[src/rtl/alu_pkg.sv]
package alu_pkg;

    // The encoding is behaviour: bit 1 selects logic, bit 0 selects subtract/XOR.
    typedef enum logic [1:0] {
        OP_ADD = 2'b00,
        OP_SUB = 2'b01,
        OP_AND = 2'b10,
        OP_XOR = 2'b11
    } alu_op_e;

    localparam int unsigned OP_LOGIC_BIT = 1;
    localparam int unsigned OP_VARIANT_BIT = 0;

endpackage

[src/rtl/alu_arith.sv]
// Ripple adder with a conditional one's complement on the second operand.
module alu_arith #(
    parameter int unsigned W = 4
) (
    input  logic [W-1:0] a_i,
    input  logic [W-1:0] b_i,
    input  logic         inv_i,
    input  logic         cin_i,
    output logic [W-1:0] sum_o,
    output logic         cout_o
);
    logic [W:0]   carry;
    logic [W-1:0] b_eff;

    assign carry[0] = cin_i;

    for (genvar i = 0; i < W; i++) begin : g_bit
        logic half;
        assign b_eff[i]     = b_i[i] ^ inv_i;
        assign half         = a_i[i] ^ b_eff[i];
        assign sum_o[i]     = half ^ carry[i];
        assign carry[i + 1] = (a_i[i] & b_eff[i]) | (half & carry[i]);
    end

    assign cout_o = carry[W];
endmodule

[src/rtl/alu_logic.sv]
// Two-function bitwise unit: AND when sel_i is 0, XOR when sel_i is 1.
module alu_logic #(
    parameter int unsigned W = 4
) (
    input  logic [W-1:0] a_i,
    input  logic [W-1:0] b_i,
    input  logic         sel_i,
    output logic [W-1:0] res_o
);
    always_comb begin
        if (sel_i) res_o = a_i ^ b_i;
        else       res_o = a_i & b_i;
    end
endmodule

[src/rtl/alu_slice.sv]
// One cascadable slice: arithmetic section, logic section, output selector.
module alu_slice
    import alu_pkg::*;
#(
    parameter int unsigned W = 4
) (
    input  logic [W-1:0] a_i,
    input  logic [W-1:0] b_i,
    input  logic [1:0]   op_i,
    input  logic         cin_i,
    output logic [W-1:0] res_o,
    output logic         cout_o
);
    logic [W-1:0] arith_res;
    logic [W-1:0] logic_res;
    logic         arith_cout;

    alu_arith #(.W(W)) arith_i (
        .a_i    (a_i),
        .b_i    (b_i),
        .inv_i  (op_i[OP_VARIANT_BIT]),
        .cin_i  (cin_i),
        .sum_o  (arith_res),
        .cout_o (arith_cout)
    );

    alu_logic #(.W(W)) logic_i (
        .a_i   (a_i),
        .b_i   (b_i),
        .sel_i (op_i[OP_VARIANT_BIT]),
        .res_o (logic_res)
    );

    always_comb begin
        if (op_i[OP_LOGIC_BIT]) begin
            res_o  = logic_res;
            cout_o = 1'b0;
        end else begin
            res_o  = arith_res;
            cout_o = arith_cout;
        end
    end
endmodule

[src/rtl/alu_chain.sv]
// Chain of ALU slices with a registered result.
module alu_chain
    import alu_pkg::*;
#(
    parameter int unsigned SLICE_W    = 4,
    parameter int unsigned NUM_SLICES = 3,
    localparam int unsigned WIDTH     = SLICE_W * NUM_SLICES
) (
    input  logic             clk,
    input  logic             rst_n,
    input  logic [1:0]       op_i,
    input  logic [WIDTH-1:0] a_i,
    input  logic [WIDTH-1:0] b_i,
    output logic [WIDTH-1:0] res_o,
    output logic             cout_o
);
    typedef struct packed {
        logic [WIDTH-1:0] res;
        logic             cout;
    } out_t;

    out_t out_d, out_q;

    logic [NUM_SLICES:0] chain_c;
    logic [WIDTH-1:0]    chain_res;

    // Only the lowest slice takes its carry from the select; the rest ripple.
    assign chain_c[0] = op_i[OP_VARIANT_BIT];

    for (genvar s = 0; s < NUM_SLICES; s++) begin : g_slice
        alu_slice #(.W(SLICE_W)) slice_i (
            .a_i    (a_i[s*SLICE_W +: SLICE_W]),
            .b_i    (b_i[s*SLICE_W +: SLICE_W]),
            .op_i   (op_i),
            .cin_i  (chain_c[s]),
            .res_o  (chain_res[s*SLICE_W +: SLICE_W]),
            .cout_o (chain_c[s + 1])
        );
    end

    always_comb begin
        out_d      = out_q;
        out_d.res  = chain_res;
        out_d.cout = chain_c[NUM_SLICES];
    end

    always_ff @(posedge clk) begin
        if (!rst_n) out_q <= '0;
        else        out_q <= out_d;
    end

    assign res_o  = out_q.res;
    assign cout_o = out_q.cout;
endmodule

[config.mk]
export PLATFORM = sky130hd
export DESIGN_NAME = alu_chain
export DESIGN_NICKNAME = d
export VERILOG_FILES = /design/src/rtl/alu_pkg.sv /design/src/rtl/alu_arith.sv /design/src/rtl/alu_logic.sv /design/src/rtl/alu_slice.sv /design/src/rtl/alu_chain.sv
export SDC_FILE = /design/constraint.sdc
export NUM_CORES = 1
export LEC_CHECK = 0
export BUFFER_PORTS_ARGS = -buffer_cell sky130_fd_sc_hd__buf_2
export CAP_MARGIN = 20
export CELL_PAD_IN_SITES_DETAIL_PLACEMENT = 0
export CELL_PAD_IN_SITES_GLOBAL_PLACEMENT = 1
export CORE_ASPECT_RATIO = 1.25
export CORE_MARGIN = 2
export CORE_UTILIZATION = 33
export CTS_CLUSTER_DIAMETER = 100
export DETAILED_ROUTE_END_ITERATION = 7
export PLACE_DENSITY = 0.71
export SLEW_MARGIN = 20
export SYNTH_ARGS = -nofsm -noshare
export SYNTH_HDL_FRONTEND = slang
export SYNTH_SLANG_ARGS = --single-unit
[constraint.sdc]
create_clock -name clk -period 5.6 [get_ports clk]
set_input_delay 0.28 -clock clk [delete_from_list [all_inputs] [get_ports clk]]
set_output_delay 0.28 -clock clk [all_outputs]
set_load 0.01 [all_outputs]
==> results of run 1 <==
==> power groups by stage <==
| stage | clock (mW) | combinational [mW] | sequential, mW |
|---|---|---|---|
| final | 0.0866 | 0.104 | 0.105 |
| after global routing | 0.0939 | 0.122 | 0.106 |
| after CTS | 0.0878 | 0.108 | 0.105 |
| after detailed placement | 0 | 0.107 | 0.107 |
| after global placement | 0 | 0.104 | 0.107 |
| after floorplan | 0 | 0.0674 | 0.113 |
==> metal layers <==
metal	GRT usage [%]	wire [microns]
met1	14.5	889
met2	18.9	1010
met3	2.78	155
met4	4.65	29
met5	0	0
==> logic make-up after synthesis <==
kind of cell             after synthesis  synth area share (%)
adder cells (fa/ha/maj)               23                  32.2
buffers and inverters                 18                  9.03
AO/OA/AOI/OAI                         13                  7.94
XOR/XNOR                              12                  9.14
flip-flops                            13                  22.6
AND/OR/NAND/NOR                       15                  7.73
multiplexers                          13                  11.3
==> state kept, by name, summed over array words and instances, names as in the netlist <==
signal,count
res_o,12
cout_o,1
==> final timing paths <==
path  startpoint   endpoint  cells past startpoint
max      op_i[0]  res_o[11]                     18
min        rst_n  res_o[11]                      3
==> cells in the final DEF, fill, tap and decap left out, types with 3 or more instances in the layout <==
cell,instances
nor2b_1,10
buf_2,40
clkbuf_8,3
inv_1,12
a211oi_1,10
mux2i_1,13
ha_1,12
dfxtp_1,13
xnor2_1,11
fa_1,4
fa_2,7
==> stage by stage <==
step / cell area (sq um) / setup WS [ns] / std cells
after global routing: 1420 / 0.195 / 185
after CTS: 1420 / 0.408 / 185
final: 1420 / 0.434 / 185
after global placement: 1370 / 0.202 / 181
after floorplan: 1170 / 0.0307 / 107
after detailed placement: 1370 / 0.142 / 181
==> layout make-up <==
cell class	instances	area, sq um	area share, %
repair buffers	42	215	15.2
flip-flops and latches	13	260	18.3
well taps	37	46.3	3.26
clock buffers	4	45.0	3.17
inverters	13	48.8	3.44
multi-input cells	76	803	56.6
==> out/results.ini, run 1 <==
[floorplanning]
die_h_microns = 70.0
die_width_microns = 56.8
core_sq_um = 3280
dieArea_sq_um = 3980
io_pins = 41
rows = 23
start_util_pct = 35.0

[pwr]
vdd_ir_drop_max_v = 0.000106
seqPwrFrac_pct = 35.5
power_switching_mw = 0.0902
swShare_pct = 30.5
power.internal_mw = 0.206
total_power_mw = 0.296
p_leak_nw = 0.693
p_clk_share_pct = 29.2
power_frac_comb_pct = 35.2
p_per_area_nw_per_um2 = 209

[timing]
timing.final.hold_violations = 0
grt_setup_unrepaired = no
finalCritPeriodShare_pct = 92.3
worst_slew_pin_slew_ns = 0.423
report.final.slew_viol_count = 0
finalSetupViolCount = 0
whs_ns = 0.309
maxSlewHeadroom_pct = 71.8
fin_crit_ns = 5.17
fin_tns_setup_ns = 0
max_freq_mhz = 194

[synth]
synthArstFlopShare_pct = 0
synthesis.area_sq_um = 1150
ys_seq_area_share_pct = 22.6
synthCells = 107
synth-seq-cells = 13
syn-num-nets = 158
yosys.cell_types.count = 21
avgSynthCellArea_sq_um = 10.7
synth_area_leaders = dfxtp_1 (23%), fa_1 (19%), ha_1 (13%)
ys_top_cells_by_count = dfxtp_1 (13), mux2i_1 (13), ha_1 (12), inv_1 (12)
synth_ff_type = dfxtp_1
synth_top_cell_by_area = dfxtp_1
synth_edf_count = 0
ys_warn_count = 0
synth_top_area_share_pct = 22.6

[global_routing]
grt_pass1_vias = 874
grt_use_total_pct = 11.6
grt-ovfl-total = 0
grt_pass1_wl_microns = 3710
grt_max_degree = 27
antenna_found_initial = 0

[layout]
areaGrowthSynthToFinish_pct = 23.4
post-route-util_pct = 43.2
drive_gt1_share_pct = 36.5
fill_cells = 351
n_antenna_cell = 0
final_nets = 200

[clock_tree]
cts_tree = built
post_cts_buffers = 0
cts_hold_buf = 0
clkTransAtPathRegs_ns = 0.06
cts_root_buf = clkbuf_8
cts_resized = 0
cts_buffer_depth = 2
cts_max_level = 1
cts_buffers = 3
cts.sinks = 13

[critical_path]
crit_slowest_cell = fa_1
path_class = in -> reg
crit_chain = buf_2 -> xnor2_1 -> fa_2 -> fa_2 -> fa_1 -> or2_2 -> fa_2 -> fa_2 -> fa_2 -> fa_1 -> or2_2 -> fa_2 -> fa_2 -> fa_1 -> inv_1 -> fa_1 -> o21ai_1 -> a21oi_1
crit_required_ns = 5.72
worst-path-buf-inv = 2
crit_path_max_fanout = 4
worst_path_most_repeated_cell = fa_2
start_kind = input pin
endpoint_kind = flip-flop
path_delay_family = adder cells
crit_arrival_ns = 5.29
cpPeakStageDelay_ns = 0.40

[detailed_routing]
dr.pass1.iters = 4
drc_errors = 0
wl_microns = 2090
wire_per_inst_microns = 11.3
drtIter0Drc = 15
avgViaCountPerCell = 4.63
vias = 856
ant_nets = 0

[run]
max-cap-violations = 0

[place]
place_hpwl_microns = 1710
gp_congestion = 0.716
io_buffer_count = 40

[run_status]
status = complete, no violations

[min_path]
hp-class = in -> reg

Power figures use the tool's default switching activity.
==> run 2: changes to the inputs <==
--- a/config.mk
+++ b/config.mk
@@ -6,16 +6,16 @@
 export NUM_CORES = 1
 export LEC_CHECK = 0
 export BUFFER_PORTS_ARGS = -buffer_cell sky130_fd_sc_hd__buf_2
-export CAP_MARGIN = 20
 export CELL_PAD_IN_SITES_DETAIL_PLACEMENT = 0
 export CELL_PAD_IN_SITES_GLOBAL_PLACEMENT = 1
 export CORE_ASPECT_RATIO = 1.25
 export CORE_MARGIN = 2
-export CORE_UTILIZATION = 33
+export CORE_UTILIZATION = 38
 export CTS_CLUSTER_DIAMETER = 100
 export DETAILED_ROUTE_END_ITERATION = 7
-export PLACE_DENSITY = 0.71
+export PLACE_DENSITY = 0.76
 export SLEW_MARGIN = 20
 export SYNTH_ARGS = -nofsm -noshare
 export SYNTH_HDL_FRONTEND = slang
+export SYNTH_HIERARCHICAL = 1
 export SYNTH_SLANG_ARGS = --single-unit
==> constraint.sdc (replaced) <==
create_clock -name clk -period 5.9 [get_ports clk]
set_input_delay 0.295 -clock clk [delete_from_list [all_inputs] [get_ports clk]]
set_output_delay 0.295 -clock clk [all_outputs]
set_load 0.01 [all_outputs]
==> run 2 against run 1 <==
  * Synthesized area grew 6.4%
  * Routed wire length grew 6.1%
  * Via count grew 3.3%
  * Total power grew 1.0%
  * Clock power shrank 8.3%
  * Critical endpoint unchanged
  * Sequential cell count is the same
  * Largest cell class unchanged
  * Synthesized cell count grew 0.93%
  * First-iteration DRC count shrank 60%
  * Sequential power is essentially flat
  * Die area shrank 7.1%
  * Critical path type unchanged
  * Final cell count grew 2.7%
  * Critical path depth grew 6
==> out/results.ini, run 2 <==
[clock_tree]
cts_buffers = 3  ; unchanged
cts_resized = 0  ; unchanged
cts.sinks = 13  ; unchanged
cts_tree = built
clkTransAtPathRegs_ns = 0.05  ; about the same
post_cts_buffers = 0  ; unchanged
cts_hold_buf = 0  ; unchanged
cts_max_level = 1  ; unchanged
cts_buffer_depth = 2  ; unchanged
cts_root_buf = clkbuf_8

[detailed_routing]
wl_microns = 2220  ; +6.1%
avgViaCountPerCell = 4.65  ; +0.55%
drtIter0Drc = 6  ; -9
ant_nets = 0  ; unchanged
dr.pass1.iters = 4  ; unchanged
vias = 884  ; +3.3%
drc_errors = 0  ; unchanged
wire_per_inst_microns = 11.7  ; +3.3%

[synth]
synth_ff_type = dfxtp_1
synth_top_family_by_area = adder cells
ys_top_cells_by_count = mux2_2 (24), inv_1 (18), dfxtp_1 (13)
ys_warn_count = 6  ; +6
synthMuxAreaShare_pct = 22.1  ; +11 points
synth_adder_area_share_pct = 31.9  ; -0.31 points
yosys.cell_types.count = 11  ; -48%
synth_xor_xnor_area_share_pct = 8.59  ; -0.55 points
synth_compound_area_share_pct = 0  ; -7.9 points
synth_top_area_share_pct = 22.1  ; -0.55 points
synthArstFlopShare_pct = 0  ; unchanged
synth_area_leaders = mux2_2 (22%), dfxtp_1 (21%), fa_1 (20%)
synth-seq-cells = 13  ; unchanged
yosys.area_share.simple_pct = 9.71  ; +2.0 points
synthCells = 108  ; +0.93%
synth_edf_count = 0  ; unchanged
synthesis.area_sq_um = 1220  ; +6.4%
ys_seq_area_share_pct = 21.3  ; -1.4 points
syn-num-nets = 160  ; +1.3%
yosysMostFrequentCell = mux2_2
synth_top_cell_by_area = mux2_2
avgSynthCellArea_sq_um = 11.3  ; +5.4%

[layout]
n_antenna_cell = 0  ; unchanged
stdcell_count = 190  ; +2.7%
layout.cells.most_common_list = buf_2 (40), mux2_2 (24), inv_1 (18)
final_nets = 206  ; +3.0%
final_common_cell = buf_2
fill_cells = 306  ; -13%
largest_reg_flops = 12  ; unchanged
stdcell_area_sq_um = 1520  ; +7.1%
drive_gt1_share_pct = 52.9  ; +16 points
areaGrowthSynthToFinish_pct = 24.1
post-route-util_pct = 48.4  ; +5.2 points

[floorplanning]
dieArea_sq_um = 3690  ; -7.1%
rows = 23  ; unchanged
io_pins = 41  ; unchanged
core_sq_um = 3140  ; -4.4%
start_util_pct = 39.0  ; +4.0 points
die_h_microns = 67.4  ; -3.6%
die_width_microns = 54.8  ; -3.6%

[timing]
finalCritPeriodShare_pct = 85.5
max_freq_mhz = 198
fin_tns_setup_ns = 0  ; unchanged
worst_slew_pin_slew_ns = 0.348  ; -0.0746 ns
grt_setup_unrepaired = no
maxSlewHeadroom_pct = 76.8  ; +5.0 points
report.final.slew_viol_count = 0  ; unchanged
whs_ns = 0.425  ; +0.116 ns
fin_crit_ns = 5.04
timing.final.hold_violations = 0  ; unchanged
finalSetupViolCount = 0  ; unchanged

[critical_path]
crit_required_ns = 6.04  ; +0.32 ns
crit_arrival_ns = 5.18  ; -0.11 ns
start_kind = input pin
path_class = in -> reg
crit_path_max_fanout = 10  ; +6
endpoint_kind = flip-flop

[global_routing]
grt_use_total_pct = 15.0  ; +3.4 points
grt-ovfl-total = 0  ; unchanged
grt_pass1_vias = 959  ; +9.7%
antenna_found_initial = 0  ; unchanged
grt_max_degree = 16  ; -41%
grt_pass1_wl_microns = 3990  ; +7.4%

[place]
io_buffer_count = 40  ; unchanged
gp_congestion = 0.698  ; -2.5%
dp.cells = 186  ; +2.8%
place_hpwl_microns = 1870  ; +9.7%
placed_area_sq_um = 1470  ; +7.3%

[pwr]
seqPwrFrac_pct = 34.1  ; -1.4 points
power.internal_mw = 0.211  ; +2.7%
p_per_area_nw_per_um2 = 197  ; -5.6%
p_clk_share_pct = 26.5  ; -2.7 points
swShare_pct = 29.3  ; -1.1 points
power_frac_comb_pct = 39.4  ; +4.2 points
power_switching_mw = 0.0878  ; -2.7%
p_leak_nw = 0.783  ; +13%
vdd_ir_drop_max_v = 0.0000962  ; -9.1%

[min_path]
hp-class = in -> reg

[run_status]
status = complete, no violations

[run]
max-cap-violations = 0  ; unchanged

run 2: final timing paths:
| kind | startpoint | to | slack [ns] | cells after the start |
|---|---|---|---|---|
| setup / recovery | op_i[0] | res_o[11] | 0.86 | 24 |
| hold / removal | rst_n | res_o[7] | 0.42 | 2 |
run 2: layout make-up:
type	count	area, sq um	area share, %
Clock buffer	4	45.0	2.97
Inverter	18	67.6	4.45
Multi-Input combinational cell	76	885	58.2
Sequential cell	13	260	17.1
Tap cell	37	46.3	3.05
Timing Repair Buffer	42	215	14.2
run 2: power by group through the flow:
stage	clock (mW)	sequential, mW	combinational, mW
2_1_floorplan	0	0.110	0.0701
3_5_place_dp	0	0.104	0.121
5_1_grt	0.0860	0.103	0.137
4_1_cts	0.0833	0.102	0.122
3_3_place_gp	0	0.104	0.115
6_report	0.0794	0.102	0.118
run 2: critical path: stages:
cell and delay (ns):
buf_2 0.11, buf_4 0.20, fa_1 0.19, inv_1 0.05
fa_1 0.37, fa_1 0.37, inv_1 0.08, fa_1 0.15
and2b_2 0.16, fa_1 0.16, inv_1 0.05, fa_1 0.37
fa_1 0.36, inv_1 0.07, fa_1 0.15, and2b_2 0.15
fa_1 0.17, inv_1 0.05, fa_1 0.38, fa_1 0.37
inv_1 0.08, fa_1 0.40, mux2_2 0.26, and2_2 0.18
run 2: metrics by stage:
step                setup slack (ns)  total power, mW
CTS                            0.803            0.307
finish                         0.858            0.299
floorplan                      0.975            0.180
global placement               0.617            0.219
detailed placement             0.565            0.225
global route                   0.556            0.326
run 2: kinds of logic after synthesis:
| family | Yosys count |
|---|---|
| xor+xnor | 12 |
| fa+ha+maj | 24 |
| buf+inv | 19 |
| flops | 13 |
| mux | 24 |
| simple gates | 16 |
run 2: routing by layer:
layer / GRT usage [%] / vias up / part of all wire (%)
met4: 5.63 / 0 / 1.5
met1: 16.9 / 421 / 41
met3: 4.20 / 4 / 7.7
li1: - / 432 / -
met5: 0 / - / 0
met2: 25.9 / 27 / 50
==> run 3: changes to the inputs <==
--- a/config.mk
+++ b/config.mk
@@ -5,12 +5,13 @@
 export SDC_FILE = /design/constraint.sdc
 export NUM_CORES = 1
 export LEC_CHECK = 0
+export ABC_AREA = 1
 export BUFFER_PORTS_ARGS = -buffer_cell sky130_fd_sc_hd__buf_2
 export CELL_PAD_IN_SITES_DETAIL_PLACEMENT = 0
 export CELL_PAD_IN_SITES_GLOBAL_PLACEMENT = 1
 export CORE_ASPECT_RATIO = 1.25
 export CORE_MARGIN = 2
-export CORE_UTILIZATION = 38
+export CORE_UTILIZATION = 34
 export CTS_CLUSTER_DIAMETER = 100
 export DETAILED_ROUTE_END_ITERATION = 7
 export PLACE_DENSITY = 0.76
==> run 3 against run 2 <==
  * Sequential power is essentially flat
  * Die area up 20%
  * Critical path depth rose by 6
  * Via count grew 41%
  * Sequential cell count stayed put
  * Clock-buffer cell count decreased by 1
  * Hold slack got worse by 0.032 ns
  * Total power is 5.1% lower
  * Fmax rose by 1.5%
==> out/results.ini, run 3 <==
[run_status]
status = complete, no violations

[synth]
syn-num-nets = 269  ; +68%
synth_top_area_share_pct = 34.1  ; +12 points
synth-seq-cells = 13  ; unchanged
synth_area_leaders = nand2_1 (34%), dfxtp_1 (20%), fa_1 (18%)
ys_warn_count = 6  ; unchanged
synthArstFlopShare_pct = 0  ; unchanged
synthCells = 217  ; +100%
synth_edf_count = 0  ; unchanged
ys_seq_area_share_pct = 19.5  ; -1.8 points
ys_top_cells_by_count = nand2_1 (121), inv_1 (46), dfxtp_1 (13)
synth_ff_type = dfxtp_1
avgSynthCellArea_sq_um = 6.15  ; -46%
yosysMostFrequentCell = nand2_1
synthesis.area_sq_um = 1330  ; +9.0%
yosys.cell_types.count = 8  ; -3
synth_top_cell_by_area = nand2_1

[floorplanning]
die_width_microns = 60.0  ; +9.6%
die_h_microns = 74.0  ; +9.8%
rows = 25  ; +8.7%
dieArea_sq_um = 4440  ; +20%
start_util_pct = 35.2  ; -3.8 points
io_pins = 41  ; unchanged
core_sq_um = 3780  ; +21%

[timing]
maxSlewHeadroom_pct = 76.0  ; -0.82 points
fin_tns_setup_ns = 0  ; unchanged
timing.final.hold_violations = 0  ; unchanged
worst_slew_pin_slew_ns = 0.361  ; +0.0123 ns
fin_crit_ns = 4.97  ; -0.0745 ns
report.final.slew_viol_count = 0  ; unchanged
postLayoutSetupSlackWorst_ns = 0.932  ; +0.0745 ns
finalSetupViolCount = 0  ; unchanged
finalCritPeriodShare_pct = 84.2  ; -1.3 points
max_freq_mhz = 201  ; +1.5%
grt_setup_unrepaired = no

[critical_path]
crit_required_ns = 6.04  ; about the same
worst-path-buf-inv = 11  ; +3
crit_slowest_cell = fa_1
cpPeakStageDelay_ns = 0.40  ; about the same
path_delay_family = adder cells
endpoint_kind = flip-flop
path_class = in -> reg
crit_arrival_ns = 5.11  ; -0.07 ns
worst_path_most_repeated_cell = fa_1
crit_path_max_fanout = 6  ; -4
start_kind = input pin

[clock_tree]
cts_tree = built
cts.sinks = 13  ; unchanged
post_cts_buffers = 0  ; unchanged
cts_resized = 0  ; unchanged
cts_buffers = 3  ; unchanged
cts_root_buf = clkbuf_8
clkTransAtPathRegs_ns = 0.06  ; about the same
cts_max_level = 1  ; unchanged
cts_hold_buf = 0  ; unchanged
cts_buffer_depth = 2  ; unchanged

[layout]
areaGrowthSynthToFinish_pct = 23.3
final_nets = 314  ; +52%
drive_gt1_share_pct = 20.7  ; -32 points
fill_cells = 411  ; +34%
n_antenna_cell = 0  ; unchanged
post-route-util_pct = 43.4  ; -5.0 points
layout.cells.most_common_list = nand2_1 (121), inv_1 (46), buf_2 (40)
final_common_cell = nand2_1
largest_reg_flops = 12  ; unchanged

[detailed_routing]
ant_nets = 0  ; unchanged
wire_per_inst_microns = 8.37  ; -28%
avgViaCountPerCell = 3.95  ; -15%
vias = 1243  ; +41%
wl_microns = 2640  ; +19%
drtIter0Drc = 25  ; +19
drc_errors = 0  ; unchanged
dr.pass1.iters = 3  ; -1

[global_routing]
grt_pass1_wl_microns = 4740  ; +19%
grt-ovfl-total = 0  ; unchanged
antenna_found_initial = 0  ; unchanged
grt_pass1_vias = 1134  ; +18%
grt_max_degree = 27  ; +11
grt_use_total_pct = 13.5  ; -1.5 points

[pwr]
p_leak_nw = 1.15  ; +47%
power_switching_mw = 0.0962  ; +9.6%
power.internal_mw = 0.188  ; -11%
swShare_pct = 33.9  ; +4.5 points
total_power_mw = 0.284  ; -5.1%
seqPwrFrac_pct = 34.9  ; +0.8 points
vdd_ir_drop_max_v = 0.0000907  ; -5.8%
power_frac_comb_pct = 37.7  ; -1.7 points
p_clk_share_pct = 27.5  ; +1.0 points
p_per_area_nw_per_um2 = 173  ; -12%

[place]
place_hpwl_microns = 2270  ; +21%
io_buffer_count = 40  ; unchanged
place_ws_ns = 0.656  ; +0.0903 ns
gp_congestion = 0.750  ; +7.5%

[min_path]
hp-class = in -> reg

[run]
max-cap-violations = 0  ; unchanged

## run 3: area by class of cell
| cell class | instances | area (sq um) | area share (%) |
|---|---|---|---|
| multi-input combinational | 148 | 856 | 52.1 |
| sequential | 13 | 260 | 15.8 |
| timing repair buffer | 41 | 208 | 12.6 |
| inverter | 55 | 206 | 12.6 |
| tap | 54 | 67.6 | 4.11 |
| clock buffer | 3 | 41.3 | 2.51 |
| clock inverter | 1 | 5.00 | 0.304 |
## run 3: cells by family after synthesis
group / Yosys count / share of synthesized area [%]
buffers and inverters: 56 / 16.3
adders and majority gates: 24 / 29.3
and+or+nand+nor: 124 / 34.9
DFF: 13 / 19.5
## run 3: final timing paths
check	from	end	slack (ns)	cells after the start
setup / recovery	op_i[0]	res_o[11]	0.93	30
hold / removal	rst_n	res_o[0]	0.39	3
## run 3: power by group through the flow
stage / clock network (mW) / logic [mW] / registers [mW]
floorplan: 0 / 0.0650 / 0.106
global placement: 0 / 0.108 / 0.101
detailed placement: 0 / 0.110 / 0.101
CTS: 0.0802 / 0.110 / 0.0990
global route: 0.0875 / 0.129 / 0.0999
finish: 0.0780 / 0.107 / 0.0990
## run 3: worst min-delay path: cells and delay by family
family        cells  cell delay (ns)
simple gates      1             0.08
buf+inv           2             0.21
## run 3: through the flow
step	cells	hold slack, ns	area [sq um]
2_1_floorplan	217	0.388	1330
3_3_place_gp	311	0.652	1600
4_1_cts	315	0.398	1640
3_5_place_dp	311	0.652	1600
6_report	315	0.393	1640
5_1_grt	315	0.416	1640
## run 3: routing by layer
metal	routed length, microns	track usage, %	vias up
li1	-	-	698
met1	1140	16.5	516
met2	1350	24.8	27
met3	132	2.26	2
met4	19	2.47	0
met5	0	0	-
